File: src/rtl/vfdl_pkg.sv
package vfdl_pkg;
  localparam int ADDR_W  = 8;
  localparam int DISP_W  = 88;
  localparam int CTRL_W  = 14;
  localparam int DIM_W   = 10;
  localparam int DIR_W   = 2;
  localparam int NBANK   = 3;
  localparam logic [ADDR_W-1:0] DEV_ADDR = 8'h84;

  typedef enum logic [DIR_W-1:0] {
    DIR_BANK1 = 2'd0,
    DIR_BANK2 = 2'd1,
    DIR_BANK3 = 2'd2,
    DIR_NONE  = 2'd3
  } dir_t;
endpackage

File: src/rtl/vfdl_sync.sv
module vfdl_sync #(
  parameter int W = 3
) (
  input  logic         clk,
  input  logic         rst_n,
  input  logic [W-1:0] raw,
  output logic [W-1:0] sync_cur,
  output logic [W-1:0] sync_prev
);
  logic [W-1:0] meta_q;

  always_ff @(posedge clk or negedge rst_n) begin
    if (!rst_n) begin
      meta_q    <= '0;
      sync_cur  <= '0;
      sync_prev <= '0;
    end else begin
      meta_q    <= raw;
      sync_cur  <= meta_q;
      sync_prev <= sync_cur;
    end
  end
endmodule

File: src/rtl/vfdl_rx.sv
module vfdl_rx #(
  parameter int ADDR_W = 8,
  parameter int PAY_W  = 104,
  parameter logic [ADDR_W-1:0] DEV_ADDR = 8'h84
) (
  input  logic             clk,
  input  logic             rst_n,
  input  logic             en_cur,
  input  logic             en_prev,
  input  logic             sck_cur,
  input  logic             sck_prev,
  input  logic             dat_cur,
  output logic             commit,
  output logic [PAY_W-1:0] frame
);
  localparam int CNT_W = $clog2(PAY_W + 2);
  localparam logic [CNT_W-1:0] CNT_FULL = CNT_W'(PAY_W);
  localparam logic [CNT_W-1:0] CNT_OVER = CNT_W'(PAY_W + 1);

  logic              sck_rise, en_rise, en_fall;
  logic [ADDR_W-1:0] addr_q, addr_d;
  logic              match_q, match_d;
  logic [CNT_W-1:0]  cnt_q, cnt_d;
  logic [PAY_W-1:0]  sr_q, sr_d;

  assign sck_rise = sck_cur & ~sck_prev;
  assign en_rise  = en_cur & ~en_prev;
  assign en_fall  = ~en_cur & en_prev;

  always_comb begin
    addr_d  = addr_q;
    match_d = match_q;
    cnt_d   = cnt_q;
    sr_d    = sr_q;
    if (!en_cur && sck_rise) begin
      addr_d = {dat_cur, addr_q[ADDR_W-1:1]};
    end
    if (en_rise) begin
      match_d = (addr_q == DEV_ADDR);
      cnt_d   = '0;
    end else if (en_cur && match_q && sck_rise) begin
      sr_d = {dat_cur, sr_q[PAY_W-1:1]};
      if (cnt_q != CNT_OVER) cnt_d = cnt_q + 1'b1;
    end
    if (en_fall) begin
      match_d = 1'b0;
    end
  end

  always_ff @(posedge clk or negedge rst_n) begin
    if (!rst_n) begin
      addr_q  <= '0;
      match_q <= 1'b0;
      cnt_q   <= '0;
      sr_q    <= '0;
    end else begin
      addr_q  <= addr_d;
      match_q <= match_d;
      cnt_q   <= cnt_d;
      sr_q    <= sr_d;
    end
  end

  assign commit = en_fall && match_q && (cnt_q == CNT_FULL);
  assign frame  = sr_q;

  AST_CNT_BOUND: assert property (@(posedge clk) disable iff (!rst_n)
    cnt_q <= CNT_OVER);
  AST_CNT_IDLE: assert property (@(posedge clk) disable iff (!rst_n)
    !en_cur |=> $stable(cnt_q));
  AST_ADDR_FROZEN: assert property (@(posedge clk) disable iff (!rst_n)
    en_cur |=> $stable(addr_q));
endmodule

File: src/rtl/vfdl_banks.sv
module vfdl_banks
  import vfdl_pkg::*;
#(
  parameter int DISP_W = 88,
  parameter int CTRL_W = 14,
  parameter int DIM_W  = 10,
  parameter int NB     = 3
) (
  input  logic                       clk,
  input  logic                       rst_n,
  input  logic                       commit,
  input  logic [DISP_W+CTRL_W+DIR_W-1:0] frame,
  output logic [NB-1:0][DISP_W-1:0]  bank,
  output logic [DIM_W-1:0]           dim
);
  localparam int PAY_W = DISP_W + CTRL_W + DIR_W;

  dir_t             dir;
  logic [NB-1:0]    wr_en;
  logic             dim_en;
  logic [DIM_W-1:0] dim_d;
  logic             unused_ctrl;

  assign dir         = dir_t'(frame[PAY_W-1 -: DIR_W]);
  assign unused_ctrl = ^frame[PAY_W-DIR_W-1 : DISP_W+DIM_W];
  assign dim_en      = commit && (dir == DIR_BANK1);
  assign dim_d       = dim_en ? frame[DISP_W +: DIM_W] : dim;

  generate
    for (genvar b = 0; b < NB; b++) begin : g_bank
      logic [DISP_W-1:0] bank_d;
      assign wr_en[b] = commit && (dir == dir_t'(b));
      assign bank_d   = wr_en[b] ? frame[DISP_W-1:0] : bank[b];

      always_ff @(posedge clk or negedge rst_n) begin
        if (!rst_n) bank[b] <= '0;
        else        bank[b] <= bank_d;
      end

      AST_BANK_HOLD: assert property (@(posedge clk) disable iff (!rst_n)
        !commit |=> $stable(bank[b]));
    end
  endgenerate

  always_ff @(posedge clk or negedge rst_n) begin
    if (!rst_n) dim <= '0;
    else        dim <= dim_d;
  end

  AST_DIM_SOURCE: assert property (@(posedge clk) disable iff (!rst_n)
    !(commit && frame[PAY_W-1 -: DIR_W] == 2'd0) |=> $stable(dim));
  AST_ONE_BANK: assert property (@(posedge clk) disable iff (!rst_n)
    $onehot0(wr_en));
endmodule

File: src/rtl/vfd_serial_loader.sv
module vfd_serial_loader
  import vfdl_pkg::*;
#(
  parameter int DISP_W = vfdl_pkg::DISP_W,
  parameter int CTRL_W = vfdl_pkg::CTRL_W,
  parameter int DIM_W  = vfdl_pkg::DIM_W,
  parameter int ADDR_W = vfdl_pkg::ADDR_W,
  parameter logic [ADDR_W-1:0] DEV_ADDR = vfdl_pkg::DEV_ADDR
) (
  input  logic              clk,
  input  logic              rst_n,
  input  logic              ser_en,
  input  logic              ser_clk,
  input  logic              ser_dat,
  output logic [DISP_W-1:0] bank1_seg,
  output logic [DISP_W-1:0] bank2_seg,
  output logic [DISP_W-1:0] bank3_seg,
  output logic [DIM_W-1:0]  dimmer
);
  localparam int PAY_W = DISP_W + CTRL_W + DIR_W;

  logic                         rst_q1, rst_q2;
  logic [2:0]                   s_cur, s_prev;
  logic                         commit;
  logic [PAY_W-1:0]             frame;
  logic [NBANK-1:0][DISP_W-1:0] bank;
  logic                         unused_dat_prev;

  always_ff @(posedge clk or negedge rst_n) begin
    if (!rst_n) begin
      rst_q1 <= 1'b0;
      rst_q2 <= 1'b0;
    end else begin
      rst_q1 <= 1'b1;
      rst_q2 <= rst_q1;
    end
  end

  vfdl_sync #(.W(3)) i_sync (
    .clk(clk), .rst_n(rst_q2),
    .raw({ser_en, ser_clk, ser_dat}),
    .sync_cur(s_cur), .sync_prev(s_prev)
  );

  assign unused_dat_prev = s_prev[0];

  vfdl_rx #(.ADDR_W(ADDR_W), .PAY_W(PAY_W), .DEV_ADDR(DEV_ADDR)) i_rx (
    .clk(clk), .rst_n(rst_q2),
    .en_cur(s_cur[2]), .en_prev(s_prev[2]),
    .sck_cur(s_cur[1]), .sck_prev(s_prev[1]),
    .dat_cur(s_cur[0]),
    .commit(commit), .frame(frame)
  );

  vfdl_banks #(.DISP_W(DISP_W), .CTRL_W(CTRL_W), .DIM_W(DIM_W), .NB(NBANK)) i_banks (
    .clk(clk), .rst_n(rst_q2),
    .commit(commit), .frame(frame),
    .bank(bank), .dim(dimmer)
  );

  assign bank1_seg = bank[0];
  assign bank2_seg = bank[1];
  assign bank3_seg = bank[2];

  AST_RESET_CLEAR: assert property (@(posedge clk) disable iff (!rst_n)
    !rst_q2 |=> (dimmer == '0 && bank1_seg == '0));
endmodule

File: config.mk
export PLATFORM = sky130hd
export DESIGN_NAME = vfd_serial_loader
export DESIGN_NICKNAME = d
export VERILOG_FILES = /design/src/rtl/vfdl_pkg.sv /design/src/rtl/vfdl_sync.sv /design/src/rtl/vfdl_rx.sv /design/src/rtl/vfdl_banks.sv /design/src/rtl/vfd_serial_loader.sv
export SDC_FILE = /design/constraint.sdc
export NUM_CORES = 1
export LEC_CHECK = 0
export BUFFER_PORTS_ARGS = -buffer_cell sky130_fd_sc_hd__buf_4
export CORE_UTILIZATION = 50
export CTS_BUF_LIST = sky130_fd_sc_hd__clkbuf_8
export DETAILED_ROUTE_END_ITERATION = 6
export PLACE_DENSITY = 0.84
export SYNTH_ARGS = -nofsm -noshare
export SYNTH_HDL_FRONTEND = slang
export SYNTH_SLANG_ARGS = --single-unit
File: constraint.sdc
create_clock -name clk -period 15.8 [get_ports clk]
set_input_delay 3.16 -clock clk [delete_from_list [all_inputs] [get_ports clk]]
set_output_delay 3.16 -clock clk [all_outputs]
set_load 0.02 [all_outputs]
After elaboration in Yosys (flattened, before gate mapping)
Index checks and enable logic that the tools add are counted.

word-level totals
  flip-flop bits (word level) = 405
  input bits = 5

cells by class
  $add $sub $neg = 1
  eq/ne operators = 5
  mux-type cells = 5
  bitwise logic cells = 7
  reduce and logical (&&, ||, !) cells = 15

operator list
  cell                 count
  $mux 7               3
  $eq 8x8->1 const B   1
  $logic_and 1x1->1    8
  $add 7x1->7 const B  1
  $eq 7x7->1 const B   1
  $ne 7x7->1 const B   1
  $reduce_bool 2->1    3
  $not 1->1            4
  $reduce_and 2->1     2
  $and 1x1->1          3
  $eq 2x1->1 const B   1
  $eq 2x2->1 const B   1
  $logic_not 2->1      1
  $mux 1               2
  $logic_not 1->1      1

Depth between registers and ports, before layout
  depth in word-level cells = 5
  gate-level depth with buffers = 8

Modules after synthesis
A second synthesis with hierarchy kept.

second synthesis, totals
  cells, all modules = 888
  area total of the unflattened synthesis = 15,272.1 um2

modules (own cells, without submodules)
  module             times used  cells an instance  area an instance (um2)
  vfdl_banks         1           580                10,289.9
  vfdl_rx            1           296                4,703.3
  vfdl_sync          1           9                  225.2
  vfd_serial_loader  1           3                  53.8

Worst setup path before layout
No wires, ideal clock.

  kind = flip-flop to output port
  from = reg i_banks.bank[67] (netlist name)
  to = out bank1_seg[67]
  data arrival time = 425 ps
  data required time = 12,640 ps
  slack = 12,215 ps
  stages on the path, launching flop included = 1
  path buffers = 0
  cell sequence = dfrtp_1

RTL lines
  what                              RTL line                 source
  start: declaration                vfdl_banks.sv:13         output logic [NB-1:0][DISP_W-1:0] bank,
  start signal: indexed assignment  vfdl_banks.sv:37         else bank[b] <= bank_d;
  end: declaration                  vfd_serial_loader.sv:15  output logic [DISP_W-1:0] bank1_seg,

No word-level cell between the ends.

Worst setup path in the final report
  from = reg i_banks.bank[4] (netlist name)
  to = out bank1_seg[4]

No word-level cell between the ends.

==> qor.yml <==
cts_setup_buffers: 0
drv_slew: 0
fin_area_mm2: 0.0189
wire_per_inst_um: 18.9
worst-path-buf-inv: 1
power_density_mw_per_mm2: 104
peakVddDrop_uv: 66.0
io_pins: 279
critPathTopFamily: "flip-flops"
cts-root-buf: "clkbuf_8"
crit_type: "flop to primary output"
syn-mean-instance-area_um2: 17.1
final_cell_mix: "403 x dfrtp_1, 368 x mux2_2, 287 x buf_4"
io_buffers: 278
setup_violations: 0
stdcell_count: 1638
power_frac_comb: 0.016
fin_skew_ps: 25.6
cts.clk_slew.worst_paths_ps: 60
cap_violations: 0
num_vias: 8505
post-route-min-period_ps: 4300
clockBufferDepth: 3
slowest_stage: "dfrtp_1"
crit_chain: "buf_4"
cts_resized: 0
r2r-start: "i_rx.cnt_q[0]"
antenna_left: 0
crit_start: "i_banks.bank[4]"
drtPass1Iterations: 4
grt_max_degree: 165
grt_pass1_wl_um: 49400
r2r_setup_slack_ps: 12790
cp.required_ps: 12640
first_iter_violations: 362
ys_seq_area_frac: 0.666
relSlewSlack: 0.330
drc: 0
core_mm2: 0.0298
placed_cells: 1523
viasPerCell: 5.19
cts_tree: "yes"
power.leakage_nw: 10.2
clkLatencyLatePin_ps: 570
yosysUniqueCellTypes: 33
slowest_delay_ps: 400
finalNetCount: 1211
period_share: 0.272
p_seq_frac: 0.536
final-hold-violation-count: 0
cts_max_level: 3
crit_path_start_kind: "flop"
place.gp.congestion: 0.759
final_common_cell: "dfrtp_1"
die_area_mm2: 0.0311
syn_inst: 887
grt_usage: 0.203
cp_num_cells: 1
arrival_ps: 1140
rsz0062_at_grt: "no"
swShare: 0.219
wirelength_um: 31000
holdWs_ps: 356
dieWidth_um: 176
start_util: 0.510
overflow: 0
holdBufCountCts: 0
place_area_mm2: 0.0176
max_clock_freq_mhz: 233
path_max_fanout: 2
cp-endpoint: "bank1_seg[4]"
antenna_found_initial: 0
netlist_area_mm2: 0.0152
syn_nets: 897
dp_hpwl_um: 19500
p_sw_mw: 0.431
setup_ws_ps: 11500
numCtsBuffers: 66
drive_above_1_share: 0.624
n_antenna_cell: 0
r2r-end: "i_banks.bank[63]"
grt_pass1_vias: 8976
clkPwrFrac: 0.449
fp.dieH_um: 176
tns_ps: 0
fillers: 2126
hold_path.class: "flop to flop"
p_int_mw: 1.54
yosysWarnings: 0
clock_sinks: 404
worst_pin_slew_ps: 1010
num_rows: 63
critPathCaptureType: "primary output"
reg2reg_depth: 6
area_growth_pct: 24.7
outcome: "finished clean"
dp_slack_ps: 12080
ys_ff_latch: 404
power by group through the flow:
stage	Sequential [mW]	Clock, mW	Combinational [mW]
floorplan	1.08	0	0.0121
global placement	1.07	0	0.0309
detailed placement	1.07	0	0.0320
CTS	1.06	0.912	0.0321
global route	1.06	0.960	0.0354
finish	1.06	0.884	0.0306
flip-flops by register name (all words and copies together), names as in the netlist:
name / cells
i_sync.sync_cur: 3
i_rx.match_q: 1
rst_q1: 1
i_rx.frame: 104
i_sync.meta_q: 3
i_rx.cnt_q: 7
i_sync.sync_prev: 2
i_banks.bank: 264
rst_q2: 1
i_banks.dim: 10
i_rx.addr_q: 8
final cells by class:
type                            instances  area, um2  area share
Clock buffer                           85       1170      0.0618
Timing Repair Buffer                  288       2170       0.115
Tap cell                              390        488      0.0258
Sequential cell                       404      10100       0.534
Inverter                                7       26.3     0.00139
Clock inverter                         30        141     0.00746
Multi-Input combinational cell        434       4830       0.255
Yosys cell counts:
cell type | number | share of area
nor3_1 | 1 | 0.00033
nand4_1 | 1 | 0.00041
o21ai_0 | 3 | 0.00099
buf_4 | 1 | 0.00049
buf_2 | 30 | 0.0099
or4_1 | 2 | 0.00099
nand4b_2 | 1 | 0.00099
inv_1 | 7 | 0.0017
nor2b_1 | 1 | 0.00041
ha_1 | 5 | 0.0041
mux2_2 | 368 | 0.27
nor2_1 | 5 | 0.0012
conb_1 | 1 | 0.00025
nor4b_4 | 1 | 0.0016
a211oi_1 | 1 | 0.00049
clkbuf_1 | 7 | 0.0017
o31ai_1 | 2 | 0.00099
or4_4 | 1 | 0.00074
nand4b_1 | 2 | 0.0012
or3_1 | 2 | 0.00082
a21oi_1 | 5 | 0.0016
nor3b_2 | 1 | 0.00082
nor4b_1 | 1 | 0.00058
nor4_4 | 1 | 0.0014
and4b_1 | 1 | 0.00066
mux2i_1 | 1 | 0.00066
nand3_1 | 2 | 0.00066
nand4b_4 | 1 | 0.0016
dfrtp_1 | 404 | 0.67
nand2b_1 | 2 | 0.00082
nand2_1 | 2 | 0.00049
buf_6 | 4 | 0.0030
mux2_4 | 20 | 0.020
through the flow:
step | util | power [mW]
floorplan | - | 1.10
global placement | 0.592 | 1.10
detailed placement | 0.592 | 1.11
CTS | 0.636 | 2.00
global route | 0.636 | 2.05
finish | 0.636 | 1.97
worst min path at each step:
stage               cells after the start        startpoint                 end  slack (ps)
detailed placement                      0            rst_q1              rst_q2         340
floorplan                               0  i_sync.meta_q[0]  i_sync.sync_cur[0]         330
global route                            0            rst_q1              rst_q2         360
global placement                        0            rst_q1              rst_q2         330
CTS                                     0            rst_q1              rst_q2         360
finish                                  0            rst_q1              rst_q2         360
routing by layer:
metal | track usage | vias up | routed length (um)
met1 | 0.259 | 4415 | 13000
met5 | 0 | - | 0
met2 | 0.329 | 238 | 15100
met3 | 0.0624 | 51 | 2230
li1 | - | 3801 | -
met4 | 0.0681 | 0 | 624
kinds of logic (layout without fill, tap and decap cells):
kind of cell | count (synthesis) | after routing | share of synthesized area
flip-flops | 404 | 404 | 0.666
multiplexers | 389 | 389 | 0.293
buffers and inverters | 49 | 410 | 0.0168
AND/OR/NAND/NOR | 28 | 28 | 0.0157
AO/OA/AOI/OAI | 11 | 11 | 0.00412
adder cells (fa/ha/maj) | 5 | 5 | 0.00412
other | 1 | 1 | 0.000247
Note: power is estimated with default switching activity, not from simulation.
